### src/rtl/dacfe_pkg.sv
package dacfe_pkg;

    localparam int unsigned CODE_W      = 16;
    localparam int unsigned BYTE_W      = 8;
    localparam int unsigned SYNC_STAGES = 2;

    // Synchronized pin bundle, in the order they are packed at the top.
    typedef struct packed {
        logic              byte_mode;
        logic              strobe;
        logic              hi_en;
        logic              lo_en;
        logic              load;
        logic              clear;
        logic [BYTE_W-1:0] bus;
    } pins_t;

    localparam int unsigned PINS_W = $bits(pins_t);

endpackage

### src/rtl/dacfe_sync.sv
module dacfe_sync #(
    parameter int unsigned W      = 14,
    parameter int unsigned STAGES = 2
) (
    input  logic         clk,
    input  logic         rst_n,
    input  logic [W-1:0] async_in,
    output logic [W-1:0] sync_out
);

    logic [W-1:0] chain_d [STAGES];
    logic [W-1:0] chain_q [STAGES];

    always_comb begin
        chain_d[0] = async_in;
        for (int s = 1; s < STAGES; s++) begin
            chain_d[s] = chain_q[s-1];
        end
    end

    always_ff @(posedge clk or negedge rst_n) begin
        if (!rst_n) begin
            for (int s = 0; s < STAGES; s++) begin
                chain_q[s] <= '0;
            end
        end else begin
            chain_q <= chain_d;
        end
    end

    assign sync_out = chain_q[STAGES-1];

endmodule

### src/rtl/dacfe_rank1.sv
module dacfe_rank1 #(
    parameter int unsigned W = 16,
    parameter int unsigned B = 8,
    localparam int unsigned LANES = W / B
) (
    input  logic             clk,
    input  logic             rst_n,
    input  logic             byte_mode,
    input  logic             shift_en,
    input  logic             msb_first,
    input  logic             ser_in,
    input  logic [LANES-1:0] lane_we,
    input  logic [B-1:0]     bus,
    output logic [W-1:0]     word,
    output logic             ser_out
);

    typedef struct packed {
        logic [W-1:0] word;
    } r1_state_t;

    r1_state_t st_d, st_q;

    always_comb begin
        st_d = st_q;
        if (byte_mode) begin
            for (int l = 0; l < int'(LANES); l++) begin
                if (lane_we[l]) begin
                    st_d.word[l*B +: B] = bus;
                end
            end
        end else if (shift_en) begin
            if (msb_first) begin
                st_d.word = {st_q.word[W-2:0], ser_in};
            end else begin
                st_d.word = {ser_in, st_q.word[W-1:1]};
            end
        end
    end

    always_ff @(posedge clk or negedge rst_n) begin
        if (!rst_n) begin
            st_q <= '0;
        end else begin
            st_q <= st_d;
        end
    end

    assign word    = st_q.word;
    assign ser_out = msb_first ? st_q.word[W-1] : st_q.word[0];

    AST_SHIFT_MSB_IN: assert property (@(posedge clk) disable iff (!rst_n)
        (!byte_mode && shift_en && msb_first) |=> (word[0] == $past(ser_in)));

    AST_SHIFT_MSB_MOVE: assert property (@(posedge clk) disable iff (!rst_n)
        (!byte_mode && shift_en && msb_first) |=> (word[W-1:1] == $past(word[W-2:0])));

    AST_SHIFT_LSB_IN: assert property (@(posedge clk) disable iff (!rst_n)
        (!byte_mode && shift_en && !msb_first) |=> (word[W-1] == $past(ser_in)));

    AST_SERIAL_IDLE_HOLD: assert property (@(posedge clk) disable iff (!rst_n)
        (!byte_mode && !shift_en) |=> $stable(word));

    AST_BYTE_IDLE_HOLD: assert property (@(posedge clk) disable iff (!rst_n)
        (byte_mode && (lane_we == '0)) |=> $stable(word));

endmodule

### src/rtl/dacfe_rank2.sv
module dacfe_rank2 #(
    parameter int unsigned W = 16
) (
    input  logic         clk,
    input  logic         rst_n,
    input  logic         load,
    input  logic         clear,
    input  logic         bipolar,
    input  logic [W-1:0] word,
    output logic [W-1:0] code
);

    localparam logic [W-1:0] UNI_ZERO = '0;
    localparam logic [W-1:0] BIP_ZERO = {1'b1, {(W-1){1'b0}}};

    typedef struct packed {
        logic [W-1:0] code;
    } r2_state_t;

    r2_state_t st_d, st_q;

    always_comb begin
        st_d = st_q;
        if (clear) begin
            st_d.code = bipolar ? BIP_ZERO : UNI_ZERO;
        end else if (load) begin
            st_d.code = word;
        end
    end

    always_ff @(posedge clk or negedge rst_n) begin
        if (!rst_n) begin
            st_q <= '0;
        end else begin
            st_q <= st_d;
        end
    end

    assign code = st_q.code;

    AST_CLEAR_UNIPOLAR: assert property (@(posedge clk) disable iff (!rst_n)
        (clear && !bipolar) |=> (code == '0));

    AST_CLEAR_BIPOLAR: assert property (@(posedge clk) disable iff (!rst_n)
        (clear && bipolar) |=> (code[W-1] && (code[W-2:0] == '0)));

    AST_LOAD_COPY: assert property (@(posedge clk) disable iff (!rst_n)
        (load && !clear) |=> (code == $past(word)));

    AST_CODE_HOLD: assert property (@(posedge clk) disable iff (!rst_n)
        (!load && !clear) |=> $stable(code));

endmodule

### src/rtl/dacfe_top.sv
module dacfe_top
    import dacfe_pkg::*;
#(
    parameter int unsigned CW  = CODE_W,
    parameter int unsigned BW  = BYTE_W,
    parameter int unsigned SYN = SYNC_STAGES,
    localparam int unsigned LANES = CW / BW
) (
    input  logic          clk,
    input  logic          rst_n,
    input  logic          byte_sel,
    input  logic          strobe,
    input  logic          hi_en,
    input  logic          lo_en,
    input  logic          load,
    input  logic          clear,
    input  logic [BW-1:0] bus_in,
    output logic          ser_out,
    output logic [CW-1:0] dac_code
);

    localparam int unsigned PW = 6 + BW;

    logic [PW-1:0] raw_pins;
    logic [PW-1:0] sync_pins;

    logic          s_byte_mode, s_strobe, s_hi, s_lo, s_load, s_clear;
    logic [BW-1:0] s_bus;

    typedef struct packed {
        logic strobe_prev;
    } top_state_t;

    top_state_t st_d, st_q;

    logic             shift_en;
    logic [LANES-1:0] lane_we;
    logic [CW-1:0]    first_word;

    assign raw_pins = {byte_sel, strobe, hi_en, lo_en, load, clear, bus_in};

    dacfe_sync #(.W(PW), .STAGES(SYN)) u_sync (
        .clk      (clk),
        .rst_n    (rst_n),
        .async_in (raw_pins),
        .sync_out (sync_pins)
    );

    assign {s_byte_mode, s_strobe, s_hi, s_lo, s_load, s_clear, s_bus} = sync_pins;

    always_comb begin
        st_d             = st_q;
        st_d.strobe_prev = s_strobe;
    end

    always_ff @(posedge clk or negedge rst_n) begin
        if (!rst_n) begin
            st_q <= '0;
        end else begin
            st_q <= st_d;
        end
    end

    assign shift_en = s_strobe && !st_q.strobe_prev;

    // Lane 0 is the lower byte; the top lane takes the upper enable.
    generate
        if (LANES == 2) begin : g_two_lanes
            assign lane_we = {s_hi, s_lo};
        end else begin : g_wide_lanes
            always_comb begin
                lane_we          = '0;
                lane_we[0]       = s_lo;
                lane_we[LANES-1] = s_hi;
            end
        end
    endgenerate

    dacfe_rank1 #(.W(CW), .B(BW)) u_rank1 (
        .clk       (clk),
        .rst_n     (rst_n),
        .byte_mode (s_byte_mode),
        .shift_en  (shift_en),
        .msb_first (s_bus[1]),
        .ser_in    (s_bus[0]),
        .lane_we   (lane_we),
        .bus       (s_bus),
        .word      (first_word),
        .ser_out   (ser_out)
    );

    dacfe_rank2 #(.W(CW)) u_rank2 (
        .clk     (clk),
        .rst_n   (rst_n),
        .load    (s_load),
        .clear   (s_clear),
        .bipolar (s_lo),
        .word    (first_word),
        .code    (dac_code)
    );

    AST_STROBE_SINGLE: assert property (@(posedge clk) disable iff (!rst_n)
        shift_en |=> !shift_en);

endmodule

### config.mk
export PLATFORM = sky130hd
export DESIGN_NAME = dacfe_top
export DESIGN_NICKNAME = d
export VERILOG_FILES = /design/src/rtl/dacfe_pkg.sv /design/src/rtl/dacfe_sync.sv /design/src/rtl/dacfe_rank1.sv /design/src/rtl/dacfe_rank2.sv /design/src/rtl/dacfe_top.sv
export SDC_FILE = /design/constraint.sdc
export NUM_CORES = 1
export LEC_CHECK = 0
export BUFFER_PORTS_ARGS = -buffer_cell sky130_fd_sc_hd__buf_2
export CORE_MARGIN = 2
export CORE_UTILIZATION = 59
export DETAILED_ROUTE_END_ITERATION = 12
export GPL_TIMING_DRIVEN = 0
export HOLD_SLACK_MARGIN = 0.12
export PLACE_DENSITY = 0.93
export SLEW_MARGIN = 20
export SYNTH_ARGS = -nofsm -noshare
export SYNTH_HDL_FRONTEND = slang
export SYNTH_SLANG_ARGS = --single-unit
### constraint.sdc
create_clock -name clk -period 4.3 [get_ports clk]
set_input_delay 0.215 -clock clk [delete_from_list [all_inputs] [get_ports clk]]
set_output_delay 0.215 -clock clk [all_outputs]
set_load 0.05 [all_outputs]
==> results.md, run 1 <==
- Area of the core: about 3700 um2
- Row Count: 22
- Mapped cell area: 2250 um2
- Port Buf Inserts: 32
- Synth Area in Compound Gates: 0.0760
- Number of global-route vias before repair: 1,462
- Yosys warns: 0
- Largest net degree at the start of global routing: 62
- Post-Syn Nets: between 150 and 200
- NumNets Final: 235
- I/O pins: 33
- CTS tree: yes
- Min cycle time layout: 2000 ps
- Met1 Routed Length: roughly 1.8 mm
- Fill cells: 220
- Postcts setup bufs: 0
- Setup TNS: 0 ps
- Initial antenna violation count: 0
- DRT Wirelength: 4.17 mm
- Sequential-to-total area share from yosys stat: 0.677
- First-pass GRT wire length: roughly 6.7 mm
- Die area: 4330 um2
- Final slew viol count: 0
- CTS buffer count: 9
- Largest area contributor in the netlist: dfrtp_1
- GRT Overall Usage: 0.219
- Worst R2R Setup Slack: 2560 ps
- Finish-stage setup viols: 0
- DR WL met2: 2.16 mm
- Clock H-tree levels: 3
- Hold Vio Cnt, Final: 0
- Number of flops mapped to enable cells by yosys: 0
- Synth Area per Inst: 14.0 um2
- Routability cong.: 0.844
- Clock latency on the worst-skew pair: 320 ps
- Worst Hold Class: reg -> reg
- Overall die height: 65.8 um
- Post-DR wirelength/cell: between 15 and 20 um
- Max-capacitance violation count: 0
- FFs w/ async S/R, synth: 1.00
- Met3 wire length: 166 um
- Rel. slew slack: 0.518
- Synth Area in XOR/XNOR: 0
- Pin slew with the least headroom to its limit: 723 ps
- Clock buffer depth: 2
- TritonRoute pass-1 iters: 4
- Hpwl dp: 2.77 mm
- Crit. End Element: output pin
- Final ANT Viol Nets: 0
- Synth Instances: 161
- Cell variety after synth: 19
- Period utilisation layout: 0.464
- Mux contribution to synthesized area: 0.154
- Multi-input gate area: approximately 670 um2
- Gr ovfl total: 0
- Fmax: 501 MHz
- Worst Path Max Fanout: 10
- Clk_skew: ~8 ps
- Synth top area share: 0.677
- CTS root buffer: clkbuf_8
- Power density cells: 480 nW/um2
- Synth Flop Type: dfrtp_1
- Synth area leaders: dfrtp_1 68%, mux2i_1 14%, a221o_1 5.8%, nor2_1 4.8%, mux2_2 1.0%
- Synthesized flop and latch total: 61
- Die X: ~66 um
- Clk sink count: 61
- Vias per cell: 5.25
- Hold Slack: 339 ps
- Simple-Gate Fraction of Synth Area: 0.0655
- CTS resizes: 0
- Reg clk slew, reported paths: 60 ps
- Register area: 1530 um2
- DR DRC count: 0
- Status: complete, no violations
- Max Used Layer: met4
- Initial Util: 0.616
- Adder-cell share of the synthesized area: 0
- WP data arrival: 1780 ps
- Share of cells above drive strength 1: 0.243
- CP Class: reg -> out
- RSZ-0062 raised after global routing: no
- Area growth syn-to-layout: 24.5%
- Crit start category: register
- Leak Pwr: 1.41 nW
- Peak VDD IR: 375 uV
- # diodes: 0
- Vias: 1,418
- Number of DRC markers in iteration 0: 106
- WP data required: 4090 ps
- Largest family of logic cells by synthesized area: multiplexers
- Total power: ~0.0013 W
## flip-flops by register name (all words and copies together), names as in the netlist
| signal | cells |
|---|---|
| u_rank2.code | 16 |
| u_sync.chain_d | 14 |
| u_sync.sync_out | 14 |
| st_q | 1 |
| u_rank1.word | 16 |
## logic make-up after synthesis
| group | after synthesis |
|---|---|
| flops | 61 |
| compound gates | 19 |
| mux | 34 |
| simple gates | 34 |
| buf+inv | 13 |
## cell usage after synthesis, types with 2 or more instances
cell	number
a221o_1	13
dfrtp_1	61
buf_2	4
and2_1	2
mux2_2	2
o21a_1	2
a21oi_1	2
nor2_1	29
mux2i_1	31
inv_1	2
clkbuf_1	5
## layer usage
| layer | track usage | vias to the layer above |
|---|---|---|
| li1 | - | 673 |
| met1 | 0.248 | 699 |
| met2 | 0.379 | 37 |
| met3 | 0.0511 | 9 |
| met4 | 0.122 | 0 |
| met5 | 0 | - |
## area by class of cell
class	instances	share of cell area
plain buffers	11	0.0192
clock buffers	12	0.0517
clock inverters	2	0.0125
inverters	2	0.00267
multi-input cells	87	0.238
flip-flops and latches	61	0.544
well taps	48	0.0214
repair buffers	47	0.111
## where the power goes
part / internal [W] / switching, W / total [W]
combinational: 0.0000812 / 0.000122 / 0.000203
clock: 0.000276 / 0.000194 / 0.000471
sequential: 0.000628 / 0.0000464 / 0.000674
## stage by stage
stage               std cells  instance area [um2]  worst slack [ps]  utilization
floorplan                 161                 2250              2730            -
global placement          241                 2470              2640        0.676
detailed placement        241                 2480              2570        0.677
CTS                       270                 2810              2290        0.767
global route              270                 2810              2230        0.767
finish                    270                 2810              2300        0.767
## worst max-delay path: stages (launching register included)
cell	delay [ps]
dfrtp_1	310
buf_2	230
buf_2	330
mux2_2	380
buf_2	210
## final timing paths
| path | from | endpoint | cells after the start |
|---|---|---|---|
| min in group asynchronous | rst_n | u_sync.chain_d[12] | 2 |
| hold / removal | u_sync.chain_d[3] | u_sync.sync_out[3] | 0 |
| setup reg to reg | u_sync.sync_out[13] | u_rank1.word[3] | 5 |
| hold reg to reg | u_sync.chain_d[3] | u_sync.sync_out[3] | 0 |
| setup / recovery | u_sync.sync_out[1] | ser_out | 4 |
| max in group asynchronous | rst_n | u_sync.sync_out[1] | 2 |
## cell usage in the layout, fill, tap and decap left out, drive strengths merged, types with 2 or more instances in the layout
cell type,n
o21a,2
inv,2
mux2,3
and2,2
mux2i,31
dlygate4sd3,15
a221o,13
buf,38
clkbuf,17
nor2,29
a21oi,2
dfrtp,61
## what timing repair did
action | 4_1_cts | 5_1_grt
setup endpoints to repair | 0 | 0
hold endpoints to repair | 75 | 0
hold buffers | 15 | 0
Power figures use the tool's default switching activity.
==> inputs of run 2 (changes only) <==
--- a/config.mk
+++ b/config.mk
@@ -5,13 +5,14 @@
 export SDC_FILE = /design/constraint.sdc
 export NUM_CORES = 1
 export LEC_CHECK = 0
+export ABC_AREA = 1
 export BUFFER_PORTS_ARGS = -buffer_cell sky130_fd_sc_hd__buf_2
 export CORE_MARGIN = 2
-export CORE_UTILIZATION = 59
+export CORE_UTILIZATION = 56
 export DETAILED_ROUTE_END_ITERATION = 12
 export GPL_TIMING_DRIVEN = 0
 export HOLD_SLACK_MARGIN = 0.12
-export PLACE_DENSITY = 0.93
+export PLACE_DENSITY = 0.89
 export SLEW_MARGIN = 20
 export SYNTH_ARGS = -nofsm -noshare
 export SYNTH_HDL_FRONTEND = slang
==> constraint.sdc (replaced) <==
create_clock -name clk -period 2.1 [get_ports clk]
set_input_delay 0.105 -clock clk [delete_from_list [all_inputs] [get_ports clk]]
set_output_delay 0.105 -clock clk [all_outputs]
set_load 0.05 [all_outputs]
==> run 2 against run 1 <==
Via count is 24% higher. Sequential cell count is the same. Clock-buffer cell count decreased by 3. Clock power rose by 110%. Combinational power is 110% higher. Core utilization is 4.4 points lower. Worst setup slack worse by 1700 ps. Critical endpoint unchanged. Highest routed layer unchanged.
==> results.md, run 2 <==
- Status: complete, no violations (unchanged)
- RR Startpoint: u_sync.sync_out[13] (unchanged)
- TritonRoute pass-1 iters: 4 (unchanged)
- FF-to-FF End: u_rank1.word[5] (was u_rank1.word[3])
- Min cycle time layout: 1520 ps
- Most used standard cell by instance count after synthesis: nand2_1 (was dfrtp_1)
- # diodes: 0 (unchanged)
- Area growth syn-to-layout: 24.1% (was 24.5%)
- Top cells by count, synth: 113 x nand2_1, 61 x dfrtp_1, 17 x inv_1, 17 x o21ai_0, 14 x nand3_1 (was 61 x dfrtp_1, 31 x mux2i_1, 29 x nor2_1)
- Simple-Gate Fraction of Synth Area: 0.239 (was 0.0655)
- Peak VDD IR: 583 uV (was 375 uV)
- Clock latency on the worst-skew pair: 330 ps (was 320 ps)
- Adder-cell share of the synthesized area: 0 (unchanged)
- Largest area contributor in the netlist: dfrtp_1 (unchanged)
- Cell variety after synth: 16 (was 19)
- Fmax: ~660 MHz
- Vias: 1,759 (was 1,418)
- Crit start category: register (unchanged)
- Port Buf Inserts: 32 (unchanged)
- Worst Hold Class: reg -> reg (unchanged)
- Max-capacitance violation count: 0 (unchanged)
- Die X: 68.8 um (was 65.8 um)
- DRT Wirelength: 4.30 mm (was 4.17 mm)
- Reg clk slew, reported paths: 70 ps (was 60 ps)
- Initial antenna violation count: 0 (unchanged)
- Hold Startpoint: u_sync.chain_d[4] (was u_sync.chain_d[3])
- CTS resizes: 0 (unchanged)
- Row Count: 23 (was 22)
- Worst R2R Setup Slack: 1000 ps (was 2560 ps)
- Setup TNS: 0 ps (unchanged)
- Share of cells above drive strength 1: 0.214 (was 0.243)
- WP data arrival: 1410 ps (was 1780 ps)
- CTS tree: yes (unchanged)
- Final slew viol count: 0 (unchanged)
- WHS Endpoint: u_sync.sync_out[4] (was u_sync.sync_out[3])
- Power density cells: 939 nW/um2 (was 480 nW/um2)
- WP data required: 2000 ps (was 4090 ps)
- RSZ-0062 raised after global routing: no (unchanged)
- Gr ovfl total: 0 (unchanged)
- Mapped cell area: 2350 um2 (was 2250 um2)
- Synth Area in XOR/XNOR: 0 (unchanged)
- Synth area leaders: dfrtp_1 65%, nand2_1 18%, o21ai_0 3.6%, nand3_1 3.0%, inv_1 2.7% (was dfrtp_1 68%, mux2i_1 14%, a221o_1 5.8%, nor2_1 4.8%, mux2_2 1.0%)
- Clock H-tree levels: 3 (unchanged)
- First-pass GRT wire length: 7.14 mm (was 6.66 mm)
- Final ANT Viol Nets: 0 (unchanged)
- Synth Flop Type: dfrtp_1 (unchanged)
- CTS root buffer: clkbuf_8 (unchanged)
- Synth Area per Inst: 9.59 um2 (was 14.0 um2)
- Number of flops mapped to enable cells by yosys: 0 (unchanged)
- NumNets Final: 319 (was 235)
- Yosys warns: 0 (unchanged)
- Area of the core: 4030 um2 (was 3660 um2)
- Synthesized flop and latch total: 61 (unchanged)
- FFs w/ async S/R, synth: 1.00 (unchanged)
- Vias per cell: 4.91 (was 5.25)
- Total power: 0.00274 W (was 0.00135 W)
- Overall die height: 68.8 um (was 65.8 um)
- Clock buffer depth: 2 (unchanged)
- Number of DRC markers in iteration 0: 172 (was 106)
- Hold buffers post-CTS: 15 (unchanged)
- Post-DR wirelength/cell: 12.0 um (was 15.4 um)
- Clk sink count: 61 (unchanged)
- Commonest non-fill, non-tap cell in the layout: nand2_1 (was dfrtp_1)
- Pin slew with the least headroom to its limit: 729 ps (was 723 ps)
- Initial Util: 0.583 (was 0.616)
- Leak Pwr: 1.57 nW (was 1.41 nW)
- DR DRC count: 0 (unchanged)
- Rel. slew slack: 0.514 (was 0.518)
- Largest net degree at the start of global routing: 62 (unchanged)
- CTS buffer count: 9 (unchanged)
- Die area: 4730 um2 (was 4330 um2)
- FF-to-FF path depth: 6 (was 5)
- Clk_skew: 9.52 ps (was 8.00 ps)
- CP Class: reg -> out (unchanged)
- Number of global-route vias before repair: 1,652 (was 1,462)
- Postcts setup bufs: 0 (unchanged)
- Commonest cells after routing, fill and taps aside: 113 x nand2_1, 61 x dfrtp_1, 32 x buf_2 (was 61 x dfrtp_1, 35 x buf_2, 31 x mux2i_1)
- Post-Syn Nets: 261 (was 177)
- GRT Overall Usage: 0.212 (was 0.219)
- Mux contribution to synthesized area: 0 (was 0.154)
- Hpwl dp: 2.90 mm (was 2.77 mm)
- Synth Instances: 245 (was 161)
- Largest family of logic cells by synthesized area: simple AND/OR/NAND/NOR gates (was multiplexers)
- Crit. End Element: output pin (unchanged)
- Synth Area in Compound Gates: 0.0479 (was 0.0760)
- Finish-stage setup viols: 0 (unchanged)
- Routability cong.: 0.929 (was 0.844)
- Sequential-to-total area share from yosys stat: 0.650 (was 0.677)
- Hold path cells: 0 (unchanged)
- Hold Vio Cnt, Final: 0 (unchanged)
- Worst Path Max Fanout: 10 (unchanged)
- Period utilisation layout: 0.722
- Synth top area share: 0.650 (was 0.677)
- I/O pins: 33 (unchanged)
==> run 2: changes by cell type after synthesis, moves of 3 or more <==
cell      delta
a221o_1     -13
nor2_1      -29
clkbuf_1     -5
mux2i_1     -31
o21ai_1      +4
buf_4        +3
buf_2        -3
nand2_1    +112
o21ai_0     +16
inv_1       +15
nand3_1     +14
inv_2        +3
==> run 2: through the flow <==
step / instance area, um2 / worst slack (ps) / cells / hold WS (ps) / utilization
final: 2910 / 584 / 358 / 348 / 0.723
after global routing: 2910 / 525 / 358 / 356 / 0.723
after CTS: 2910 / 548 / 358 / 350 / 0.723
after detailed placement: 2570 / 911 / 327 / 212 / 0.639
after global placement: 2570 / 883 / 327 / 212 / 0.638
after floorplan: 2350 / 279 / 245 / -191 / -
==> run 2: kinds of logic after synthesis <==
logic type,Yosys count
AOI/OAI and AO/OA,22
and+or+nand+nor,133
buffers and inverters,29
DFF,61
==> run 2: final cells by class <==
| cell class | instances | area, um2 |
|---|---|---|
| plain buffers | 7 | 61.3 |
| well taps | 50 | 62.6 |
| clock inverters | 7 | 66.3 |
| inverters | 22 | 87.6 |
| fillers | 308 | 1110 |
| flip-flops and latches | 61 | 1530 |
| clock buffers | 9 | 124 |
| repair buffers | 47 | 313 |
| multi-input cells | 155 | 673 |
==> run 2: worst max-delay path by stage <==
stage	end	cells after the start	slack (ps)	from
2_1_floorplan	ser_out	3	280	u_sync.sync_out[1]
3_3_place_gp	u_rank2.code[2]	1	880	rst_n
3_5_place_dp	ser_out	4	910	u_sync.sync_out[1]
4_1_cts	ser_out	4	550	u_sync.sync_out[1]
5_1_grt	ser_out	4	520	u_sync.sync_out[1]
6_report	ser_out	4	580	u_sync.sync_out[1]
==> run 2: critical path, stage by stage (launching register included) <==
cell and delay (ps):
dfrtp_1 370, buf_6 140, buf_6 130, o21ai_0 160, buf_2 290
==> run 2: report_power, final <==
| part | switching (W) | total [W] | internal [W] | leakage, nW |
|---|---|---|---|---|
| clock network | 0.000429 | 0.000969 | 0.000540 | 0.0987 |
| registers | 0.0000548 | 0.00134 | 0.00128 | 0.754 |
| logic | 0.000300 | 0.000432 | 0.000133 | 0.717 |
| total | 0.000784 | 0.00274 | 0.00195 | 1.57 |
==> run 2: per-layer routing <==
metal	part of all wire	track usage	vias up	wire length (um)
met4	0.019	0.0980	0	80
met5	0	0	-	0
met2	0.47	0.341	70	2030
met3	0.070	0.0666	11	302
met1	0.44	0.263	807	1890
li1	-	-	871	-
